===== config.mk =====
export PLATFORM = sky130hd
export DESIGN_NAME = xlate_walker
export DESIGN_NICKNAME = d
export VERILOG_FILES = /design/src/rtl/xlate_pkg.sv /design/src/rtl/xlate_addr_gen.sv /design/src/rtl/xlate_entry_check.sv /design/src/rtl/xlate_walker.sv
export SDC_FILE = /design/constraint.sdc
export NUM_CORES = 1
export LEC_CHECK = 0
export BUFFER_PORTS_ARGS = -buffer_cell sky130_fd_sc_hd__buf_2
export CAP_MARGIN = 20
export CORE_ASPECT_RATIO = 0.75
export CORE_MARGIN = 2
export CORE_UTILIZATION = 47
export CTS_BUF_LIST = sky130_fd_sc_hd__clkbuf_8
export DETAILED_ROUTE_END_ITERATION = 10
export PLACE_DENSITY = 0.83
export SYNTH_ARGS = -nofsm -noshare
export SYNTH_HDL_FRONTEND = slang
export SYNTH_HIERARCHICAL = 1
export SYNTH_SLANG_ARGS = --single-unit

===== constraint.sdc =====
create_clock -name clk -period 2.05 [get_ports clk]
set_clock_uncertainty 0.05 [all_clocks]
set_input_delay 0.205 -clock clk [delete_from_list [all_inputs] [get_ports clk]]
set_output_delay 0.205 -clock clk [all_outputs]
set_load 0.01 [all_outputs]

===== src/rtl/xlate_pkg.sv =====
package xlate_pkg;
  parameter int VA_W   = 32;
  parameter int IDX_W  = 10;
  parameter int OFF_W  = 12;
  localparam int PPN_W  = VA_W - OFF_W;
  localparam int EBYTE_LOG2 = OFF_W - IDX_W;

  localparam int FLAG_V = 0;
  localparam int FLAG_R = 1;
  localparam int FLAG_W = 2;

  typedef enum logic [2:0] {
    ST_IDLE, ST_FETCH_L1, ST_WAIT_L1, ST_FETCH_L2, ST_WAIT_L2, ST_DONE, ST_ERROR
  } walk_state_t;

  // byte address of an entry in a page-aligned table
  function automatic logic [VA_W-1:0] entry_addr(input logic [PPN_W-1:0] tbl_ppn,
                                                 input logic [IDX_W-1:0] idx);
    return {tbl_ppn, idx, {EBYTE_LOG2{1'b0}}};
  endfunction
endpackage


===== src/rtl/xlate_addr_gen.sv =====
module xlate_addr_gen
  import xlate_pkg::*;
(
  input  logic             use_leaf,
  input  logic [PPN_W-1:0] root_ppn,
  input  logic [PPN_W-1:0] next_ppn,
  input  logic [VA_W-1:0]  vaddr,
  output logic [VA_W-1:0]  addr
);
  localparam int HI_IDX_LSB = OFF_W + IDX_W;

  logic [IDX_W-1:0] idx_top;
  logic [IDX_W-1:0] idx_mid;
  logic             unused_off;

  assign idx_top    = vaddr[VA_W-1:HI_IDX_LSB];
  assign idx_mid    = vaddr[HI_IDX_LSB-1:OFF_W];
  assign unused_off = ^vaddr[OFF_W-1:0];
  assign addr       = use_leaf ? entry_addr(next_ppn, idx_mid) : entry_addr(root_ppn, idx_top);
endmodule


===== src/rtl/xlate_entry_check.sv =====
module xlate_entry_check
  import xlate_pkg::*;
(
  input  logic [2:0] flags,
  input  logic       is_leaf,
  input  logic       want_write,
  output logic       ok,
  output logic       cause_perm
);
  logic perm_ok;

  assign perm_ok = want_write ? flags[FLAG_W] : flags[FLAG_R];

  always_comb begin
    if (!flags[FLAG_V]) begin
      ok         = 1'b0;
      cause_perm = 1'b0;
    end else if (is_leaf) begin
      ok         = perm_ok;
      cause_perm = !perm_ok;
    end else begin
      ok         = 1'b1;
      cause_perm = 1'b0;
    end
  end
endmodule


===== src/rtl/xlate_walker.sv =====
module xlate_walker
  import xlate_pkg::*;
(
  input  logic             clk,
  input  logic             rst_n,
  input  logic             root_wr_en,
  input  logic [19:0]      root_wr_data,
  input  logic             priv_kernel,
  input  logic             req_valid,
  input  logic [31:0]      req_vaddr,
  input  logic             req_write,
  output logic             req_ready,
  output logic             mem_rd_req,
  output logic [31:0]      mem_rd_addr,
  input  logic [31:0]      mem_rd_data,
  input  logic             mem_rd_valid,
  output logic             resp_done,
  output logic [31:0]      resp_paddr,
  output logic             resp_err,
  output logic             resp_err_level,
  output logic             resp_err_cause
);
  walk_state_t      state_q;
  logic [VA_W-1:0]  va_q;
  logic             wr_q;
  logic [PPN_W-1:0] root_q;
  logic [PPN_W-1:0] next_ppn_q;
  logic [VA_W-1:0]  paddr_q;
  logic             lvl_q;
  logic             cause_q;

  // named internal events
  logic in_l1_fetch;
  logic in_leaf_phase;
  logic entry_ok;
  logic entry_perm;
  logic root_write_ok;
  logic accept;
  logic unused_mid_bits;

  assign in_l1_fetch   = (state_q == ST_FETCH_L1);
  assign in_leaf_phase = (state_q == ST_FETCH_L2) || (state_q == ST_WAIT_L2);
  assign root_write_ok = root_wr_en && priv_kernel;
  assign accept        = (state_q == ST_IDLE) && req_valid;
  assign unused_mid_bits = ^mem_rd_data[OFF_W-1:3];

  xlate_addr_gen u_addr (
    .use_leaf (in_leaf_phase),
    .root_ppn (root_q),
    .next_ppn (next_ppn_q),
    .vaddr    (va_q),
    .addr     (mem_rd_addr)
  );

  xlate_entry_check u_chk_entry (
    .flags      (mem_rd_data[2:0]),
    .is_leaf    (state_q == ST_WAIT_L2),
    .want_write (wr_q),
    .ok         (entry_ok),
    .cause_perm (entry_perm)
  );

  always_ff @(posedge clk) begin
    if (!rst_n) begin
      root_q <= '0;
    end else if (root_write_ok) begin
      root_q <= root_wr_data;
    end
  end

  always_ff @(posedge clk) begin
    if (!rst_n) begin
      state_q    <= ST_IDLE;
      va_q       <= '0;
      wr_q       <= 1'b0;
      next_ppn_q <= '0;
      paddr_q    <= '0;
      lvl_q      <= 1'b0;
      cause_q    <= 1'b0;
    end else begin
      case (state_q)
        ST_IDLE: begin
          if (accept) begin
            va_q    <= req_vaddr;
            wr_q    <= req_write;
            paddr_q <= '0;
            lvl_q   <= 1'b0;
            cause_q <= 1'b0;
            state_q <= ST_FETCH_L1;
          end
        end
        ST_FETCH_L1: state_q <= ST_WAIT_L1;
        ST_WAIT_L1: begin
          if (mem_rd_valid) begin
            if (entry_ok) begin
              next_ppn_q <= mem_rd_data[VA_W-1:OFF_W];
              state_q    <= ST_FETCH_L2;
            end else begin
              lvl_q   <= 1'b0;
              cause_q <= entry_perm;
              state_q <= ST_ERROR;
            end
          end
        end
        ST_FETCH_L2: state_q <= ST_WAIT_L2;
        ST_WAIT_L2: begin
          if (mem_rd_valid) begin
            if (entry_ok) begin
              paddr_q <= {mem_rd_data[VA_W-1:OFF_W], va_q[OFF_W-1:0]};
              state_q <= ST_DONE;
            end else begin
              lvl_q   <= 1'b1;
              cause_q <= entry_perm;
              state_q <= ST_ERROR;
            end
          end
        end
        default: state_q <= ST_IDLE;
      endcase
    end
  end

  assign req_ready      = (state_q == ST_IDLE);
  assign mem_rd_req     = in_l1_fetch || (state_q == ST_FETCH_L2);
  assign resp_done      = (state_q == ST_DONE) || (state_q == ST_ERROR);
  assign resp_err       = (state_q == ST_ERROR);
  assign resp_paddr     = paddr_q;
  assign resp_err_level = lvl_q;
  assign resp_err_cause = cause_q;
endmodule


==> results of run 1 <==
## critical path, cell delays in order, from the launching register on
cell and delay [ns]:
dfxtp_2 0.36, buf_6 0.10, nor2b_4 0.15, nand2_4 0.07, nand2_8 0.12, clkbuf_16 0.17, mux2_4 0.30, buf_6 0.12
## worst max path at each step
stage,startpoint,endpoint,slack (ns),depth (start not counted)
6_report,state_q[1]$_SDFFE_PN0P_,mem_rd_addr[29],0.02,7
5_1_grt,state_q[1]$_SDFFE_PN0P_,mem_rd_addr[29],-0.04,7
4_1_cts,state_q[1]$_SDFFE_PN0P_,mem_rd_addr[8],-0.04,7
3_5_place_dp,state_q[1]$_SDFFE_PN0P_,next_ppn_q[5]$_SDFFE_PN0P_,0.12,9
3_3_place_gp,state_q[1]$_SDFFE_PN0P_,next_ppn_q[4]$_SDFFE_PN0P_,0.23,9
2_1_floorplan,state_q[2]$_SDFFE_PN0P_,next_ppn_q[10]$_SDFFE_PN0P_,0.08,10
## kinds of logic after synthesis
family / count (synthesis)
AO/OA/AOI/OAI: 119
XOR/XNOR: 2
buffers and inverters: 47
flip-flops: 110
multiplexers: 31
other: 1
AND/OR/NAND/NOR: 243
## registers in the layout, summed over array words and instances, names as in the netlist
register        count
resp_paddr         32
va_q               32
next_ppn_q         20
root_q             20
state_q             3
resp_err_cause      1
resp_err_level      1
wr_q                1
## final cells by class
cell class | count | area, um^2 | share of cell area, %
Sequential cell | 110 | 2200 | 36.0
Multi-Input combinational cell | 397 | 2180 | 35.7
Timing Repair Buffer | 188 | 1360 | 22.3
Tap cell | 132 | 165 | 2.70
Clock buffer | 9 | 124 | 2.02
Clock inverter | 7 | 73.8 | 1.21
Inverter | 2 | 7.51 | 0.123
## per-stage QoR
stage / worst slack, ns / std cells / utilization, % / TNS, ns / hold WS [ns]
2_1_floorplan: 0.0776 / 554 / - / 0 / 0.288
3_3_place_gp: 0.232 / 811 / 57.1 / 0 / 0.390
3_5_place_dp: 0.115 / 811 / 57.1 / 0 / 0.394
4_1_cts: -0.0398 / 843 / 62.1 / -0.415 / 0.0000430
5_1_grt: -0.0434 / 845 / 63.6 / -0.827 / 0.00615
6_report: 0.0226 / 845 / 63.6 / 0 / 0.0215
## power groups by stage
stage	logic (mW)	clock network (mW)	registers, mW
finish	0.911	1.30	2.29
global route	0.991	1.42	2.30
CTS	0.868	1.34	2.29
detailed placement	0.785	0	2.34
global placement	0.762	0	2.33
floorplan	0.519	0	2.33
## repair_timing
action / in CTS / in global routing
setup endpoints to repair: 30 / 56
buffers inserted: 1 / 1
hold endpoints to repair: 14 / 0
hold buffers: 14 / 0
pin swaps: 1 / 2
cloned: 1 / 1
gates resized for setup: 22 / 22
## per-layer routing
metal	part of all wire, %	wire length, um	vias up
met5	0	0	-
met4	1.9	238	0
met3	5.1	636	20
met2	47	5850	119
met1	46	5640	2016
li1	-	-	2144
## placed cells by master (no fill, tap or decap), types with 2 or more instances in the layout
| cell | count |
|---|---|
| a21oi_1 | 79 |
| and2_1 | 3 |
| and3_1 | 2 |
| buf_12 | 5 |
| buf_2 | 120 |
| buf_4 | 16 |
| buf_6 | 31 |
| clkbuf_8 | 9 |
| clkinv_2 | 2 |
| clkinv_4 | 2 |
| conb_1 | 2 |
| dfxtp_1 | 109 |
| dlygate4sd3_1 | 14 |
| mux2_4 | 30 |
| nand2_1 | 184 |
| nand3_1 | 33 |
| nor2_1 | 2 |
| nor2b_1 | 5 |
| nor3_1 | 3 |
| o21ai_0 | 3 |
| o21ai_1 | 28 |
| o21ai_2 | 2 |
| xor2_1 | 2 |
==> flow_summary.toml, run 1 <==
[global_routing]
antenna_found_initial = 0
grt_max_degree = 45
grt_use_total_pct = 22.7
groute.layer.met1.usage_pct = 29.8
grt_first_pass_wirelength_mm = 19.5
grt_use_met3_pct = 5.52
grtUsageMet2_pct = 37.0
grt-busiest-layer = "met2"
globalRoute.totalOverflow = 0
first_global_vias = 4057

[logic_synthesis]
async_flop_share_pct = 0
syn-cell-area_mm2 = 0.00462
ys.flop_type = "dfxtp_1"
synthMostInstantiatedCell = "nand2_1"
synth_xor_area_share_pct = 0.379
synth_warnings = 6
syn_inst = 553
yosys.area_share.adder_pct = 0
synthSimpleGateAreaFrac_pct = 22.3
netlist_top_cells_area = "dfxtp_1, nand2_1, mux2_4, a21oi_1, nand3_1"
synth_compound_area_share_pct = 13.6
ys_ff_latch = 110
synth.avg_cell_area_um2 = 8.36
synth-edff-count = 0
netlist.top_cell.by_area = "dfxtp_1"
yosysSeqAreaShare_pct = 47.6
synth.area.mux_share_pct = 9.96
synth_top_area_share_pct = 47.6
ys_types = 38
synth_common_cells = "nand2_1, dfxtp_1, a21oi_1"
synth_top_family_by_area = "simple AND/OR/NAND/NOR gates"

[route]
drt-pass1-iter-count = 4
drc = 0
wl_mm = 12.4
drtAntennaViolNets = 0
vias = 4299
viasPerCell = 5.09
wl_per_cell_um = 14.6
drt_iter0_drc = 237

[placement]
post-dp-hpwl_mm = 8.59
routabilityCongestion = 0.856
place_area_mm2 = 0.00549
numPortBuffers = 149

[clock_tree]
path_clk_slew_ns = 0.10
cts.sinks = 110
clockBufferDepth = 2
h-tree-depth = 3
cts_tree = "yes"
cts_root_buf = "clkbuf_8"
clock_latency_ns = 0.36
numCtsBuffers = 9

[timing]
setup_viol = 0
drv_slew = 0
hold_violations = 0
max_slew_margin_pct = 50.5
worstMarginPinSlew_ns = 0.740
fin_crit_sh_pct = 98.9
timing.fmax_ghz = 0.493
min_period_ns = 2.03
rsz0062_at_grt = "true"

[power_and_ir_drop]
p_int_mw = 3.24
seq_power_share_pct = 50.9
power_per_cell_area_mw_per_mm2 = 737
p_leak_nw = 2.58
p_comb_share_pct = 20.2
max-vdd-ir-drop_v = 0.000541
p_sw_share_pct = 28.1
power.net_switching_mw = 1.27
fin_total_pwr_mw = 4.51
pwr-share-clk_pct = 28.9

[critical_path]
r2r-end = "next_ppn_q[5]$_SDFFE_PN0P_"
critPathMaxFanout = 7
rr_startpoint = "state_q[0]$_SDFFE_PN0P_"
required_ns = 1.79
startpoint_type = "flop"
cp-end-kind = "output pin"
rrSetupSlack_ns = 0.12
crit_arrival_ns = 1.77
ff2ff_path_depth = 9
critPathKind = "flop to output pin"

[floorplanning]
die_area_mm2 = 0.0107
die-height_um = 89.9
rows = 31
initial_core_util_pct = 48.1
io_pins = 161
core_area_mm2 = 0.00962
dieWidth_um = 119

[layout]
drive_above_1_share_pct = 32.8
stdcell_area_mm2 = 0.00612
diodes = 0
fillers = 823
synthToLayoutAreaGrowth_pct = 32.3
final_net_count = 799

[run]
max_cap_viol_count = 0

[worst_hold_path]
hold_class = "primary input to flop"
min_to = "va_q[8]$_SDFFE_PN0P_"
hp-start = "req_vaddr[8]"
whs_path_depth = 3

[outcome]
outcome = "complete, no violations"
No activity file was read; power rests on OpenSTA's default activity.
==> run 2, diff against run 1 <==
--- a/config.mk
+++ b/config.mk
@@ -13,6 +13,7 @@
 export CTS_BUF_LIST = sky130_fd_sc_hd__clkbuf_8
 export DETAILED_ROUTE_END_ITERATION = 10
 export PLACE_DENSITY = 0.83
+export RECOVER_POWER = 50
 export SYNTH_ARGS = -nofsm -noshare
 export SYNTH_HDL_FRONTEND = slang
 export SYNTH_HIERARCHICAL = 1
==> run 2 against run 1 <==
Net effect:
- total power down 0.26%
- first-iteration DRC count up 3.4%
- critical path depth unchanged
- combinational power down 1%
- largest power group unchanged
- non-clock buffer count unchanged
- routed wire length up 0.31%
- sequential cell count unchanged
- global-route usage unchanged
==> flow_summary.toml, run 2 (synthesized netlist as in run 1, its figures left out) <==
[power_and_ir_drop]
power_per_cell_area_mw_per_mm2 = 742
max-vdd-ir-drop_v = 0.000540
p_leak_nw = 2.42

[placement]
routabilityCongestion = 0.856
numPortBuffers = 149
post-dp-hpwl_mm = 8.59
pre_cts_ws_ns = 0.115

[route]
vias = 4310
viasPerCell = 5.10
drtAntennaViolNets = 0
wl_mm = 12.4
drt_iter0_drc = 245
drt-pass1-iter-count = 4
drc = 0
wl_per_cell_um = 14.7

[timing]
hold_ws_ns = 0.0196
setup_viol = 0
rsz0062_at_grt = "true"
hold_violations = 0
max_slew_margin_pct = 27.4
fin_crit_sh_pct = 98.8
drv_slew = 0
worstMarginPinSlew_ns = 1.09
timing.fmax_ghz = 0.494
setup_ws_ns = 0.0250
min_period_ns = 2.02

[clock_tree]
clockBufferDepth = 2
numCtsBuffers = 9
cts.sinks = 110
h-tree-depth = 3
cts_root_buf = "clkbuf_8"
cts_tree = "yes"
clock_latency_ns = 0.37
path_clk_slew_ns = 0.10

[global_routing]
grt_first_pass_wirelength_mm = 19.5
first_global_vias = 4057
globalRoute.totalOverflow = 0
grt_use_total_pct = 22.7
grt_max_degree = 45
antenna_found_initial = 0

[critical_path]
crit_top_cell = "buf_6"
crit_arrival_ns = 1.77
critPathMaxFanout = 7
cp-end-kind = "output pin"
r2r-end = "next_ppn_q[5]$_SDFFE_PN0P_"
startpoint_type = "flop"
slowest_delay_ns = 0.36
rrSetupSlack_ns = 0.12
slowest_stage = "dfxtp_2"
ff2ff_path_depth = 9
cp_cell_sequence = "buf_6, nor2b_4, nand2_4, nand2_8, clkbuf_16, mux2_4, buf_6"
rr_startpoint = "state_q[0]$_SDFFE_PN0P_"
critPathKind = "flop to output pin"
critical_path.top_delay_family = "buffers and inverters"
cp_num_buf_inv = 3
required_ns = 1.79

[floorplanning]
initial_core_util_pct = 48.1
dieWidth_um = 119
die-height_um = 89.9
core_area_mm2 = 0.00962
rows = 31
io_pins = 161
die_area_mm2 = 0.0107

[layout]
synthToLayoutAreaGrowth_pct = 31.0
final_net_count = 799
layout_commonest_cell = "nand2_1"
drive_above_1_share_pct = 27.1
mostFrequentLayoutCells = "nand2_1, dfxtp_1, buf_2, a21oi_1, clkbuf_1"
diodes = 0

[worst_hold_path]
hold_class = "primary input to flop"
min_to = "va_q[8]$_SDFFE_PN0P_"
hp-start = "req_vaddr[8]"
whs_path_depth = 3

[run]
max_cap_viol_count = 0

[outcome]
outcome = "complete, no violations"
-- run 2: cell types whose count changed in the layout (fill, tap and decap cells not counted), sizes merged --
cell,delta
buf,-40
clkbuf,+40
-- run 2: worst max-delay path by stage --
stage | from | to | depth (start not counted)
5_1_grt | state_q[1]$_SDFFE_PN0P_ | mem_rd_addr[29] | 7
4_1_cts | state_q[1]$_SDFFE_PN0P_ | mem_rd_addr[8] | 7
3_5_place_dp | state_q[1]$_SDFFE_PN0P_ | next_ppn_q[5]$_SDFFE_PN0P_ | 9
2_1_floorplan | state_q[2]$_SDFFE_PN0P_ | next_ppn_q[10]$_SDFFE_PN0P_ | 10
3_3_place_gp | state_q[1]$_SDFFE_PN0P_ | next_ppn_q[4]$_SDFFE_PN0P_ | 9
6_report | state_q[1]$_SDFFE_PN0P_ | mem_rd_addr[10] | 7
-- run 2: power by group --
group / leakage [nW] / switching, mW / internal (mW)
sequential: 0.894 / 0.0577 / 2.23
combinational: 1.42 / 0.473 / 0.428
clock: 0.0996 / 0.730 / 0.569
total: 2.42 / 1.26 / 3.23
-- run 2: stage by stage --
step / util, % / setup TNS [ns] / instance area (um^2) / instances / power (mW)
after detailed placement: 57.1 / 0 / 5490 / 811 / 3.12
after CTS: 62.1 / -0.415 / 5970 / 843 / 4.50
after global routing: 63.0 / -0.828 / 6060 / 845 / 4.71
final: 63.0 / 0 / 6060 / 845 / 4.49
after global placement: 57.1 / 0 / 5490 / 811 / 3.09
after floorplan: - / 0 / 4630 / 554 / 2.85
-- run 2: cell type report --
class | count | area (um^2)
inverters | 2 | 7.51
multi-input cells | 397 | 2170
flip-flops and latches | 110 | 2200
well taps | 132 | 165
fillers | 854 | 3560
clock inverters | 7 | 73.8
repair buffers | 188 | 1310
clock buffers | 9 | 124
-- run 2: worst reg2reg max path, stage by stage (launching register included) --
cell      delay, ns
dfxtp_1        0.38
nor2_2         0.07
nand2_2        0.13
inv_1          0.09
a21boi_1       0.19
nand3_1        0.16
or3_1          0.33
buf_4          0.22
nand2_1        0.10
a21oi_1        0.07
-- run 2: repair_timing --
item	4_1_cts	5_1_grt
endpoints found under the hold margin	14	0
pin swaps	1	2
setup buffers	1	1
setup endpoints to repair	30	56
hold buffers	14	0
resized for setup	22	22
gates cloned	1	1
-- run 2: routing by layer --
layer / track usage, % / share of wire, %
met1: 29.8 / 45
met4: 7.34 / 2.1
met2: 37.0 / 47
met5: 0 / 0
met3: 5.52 / 6.1
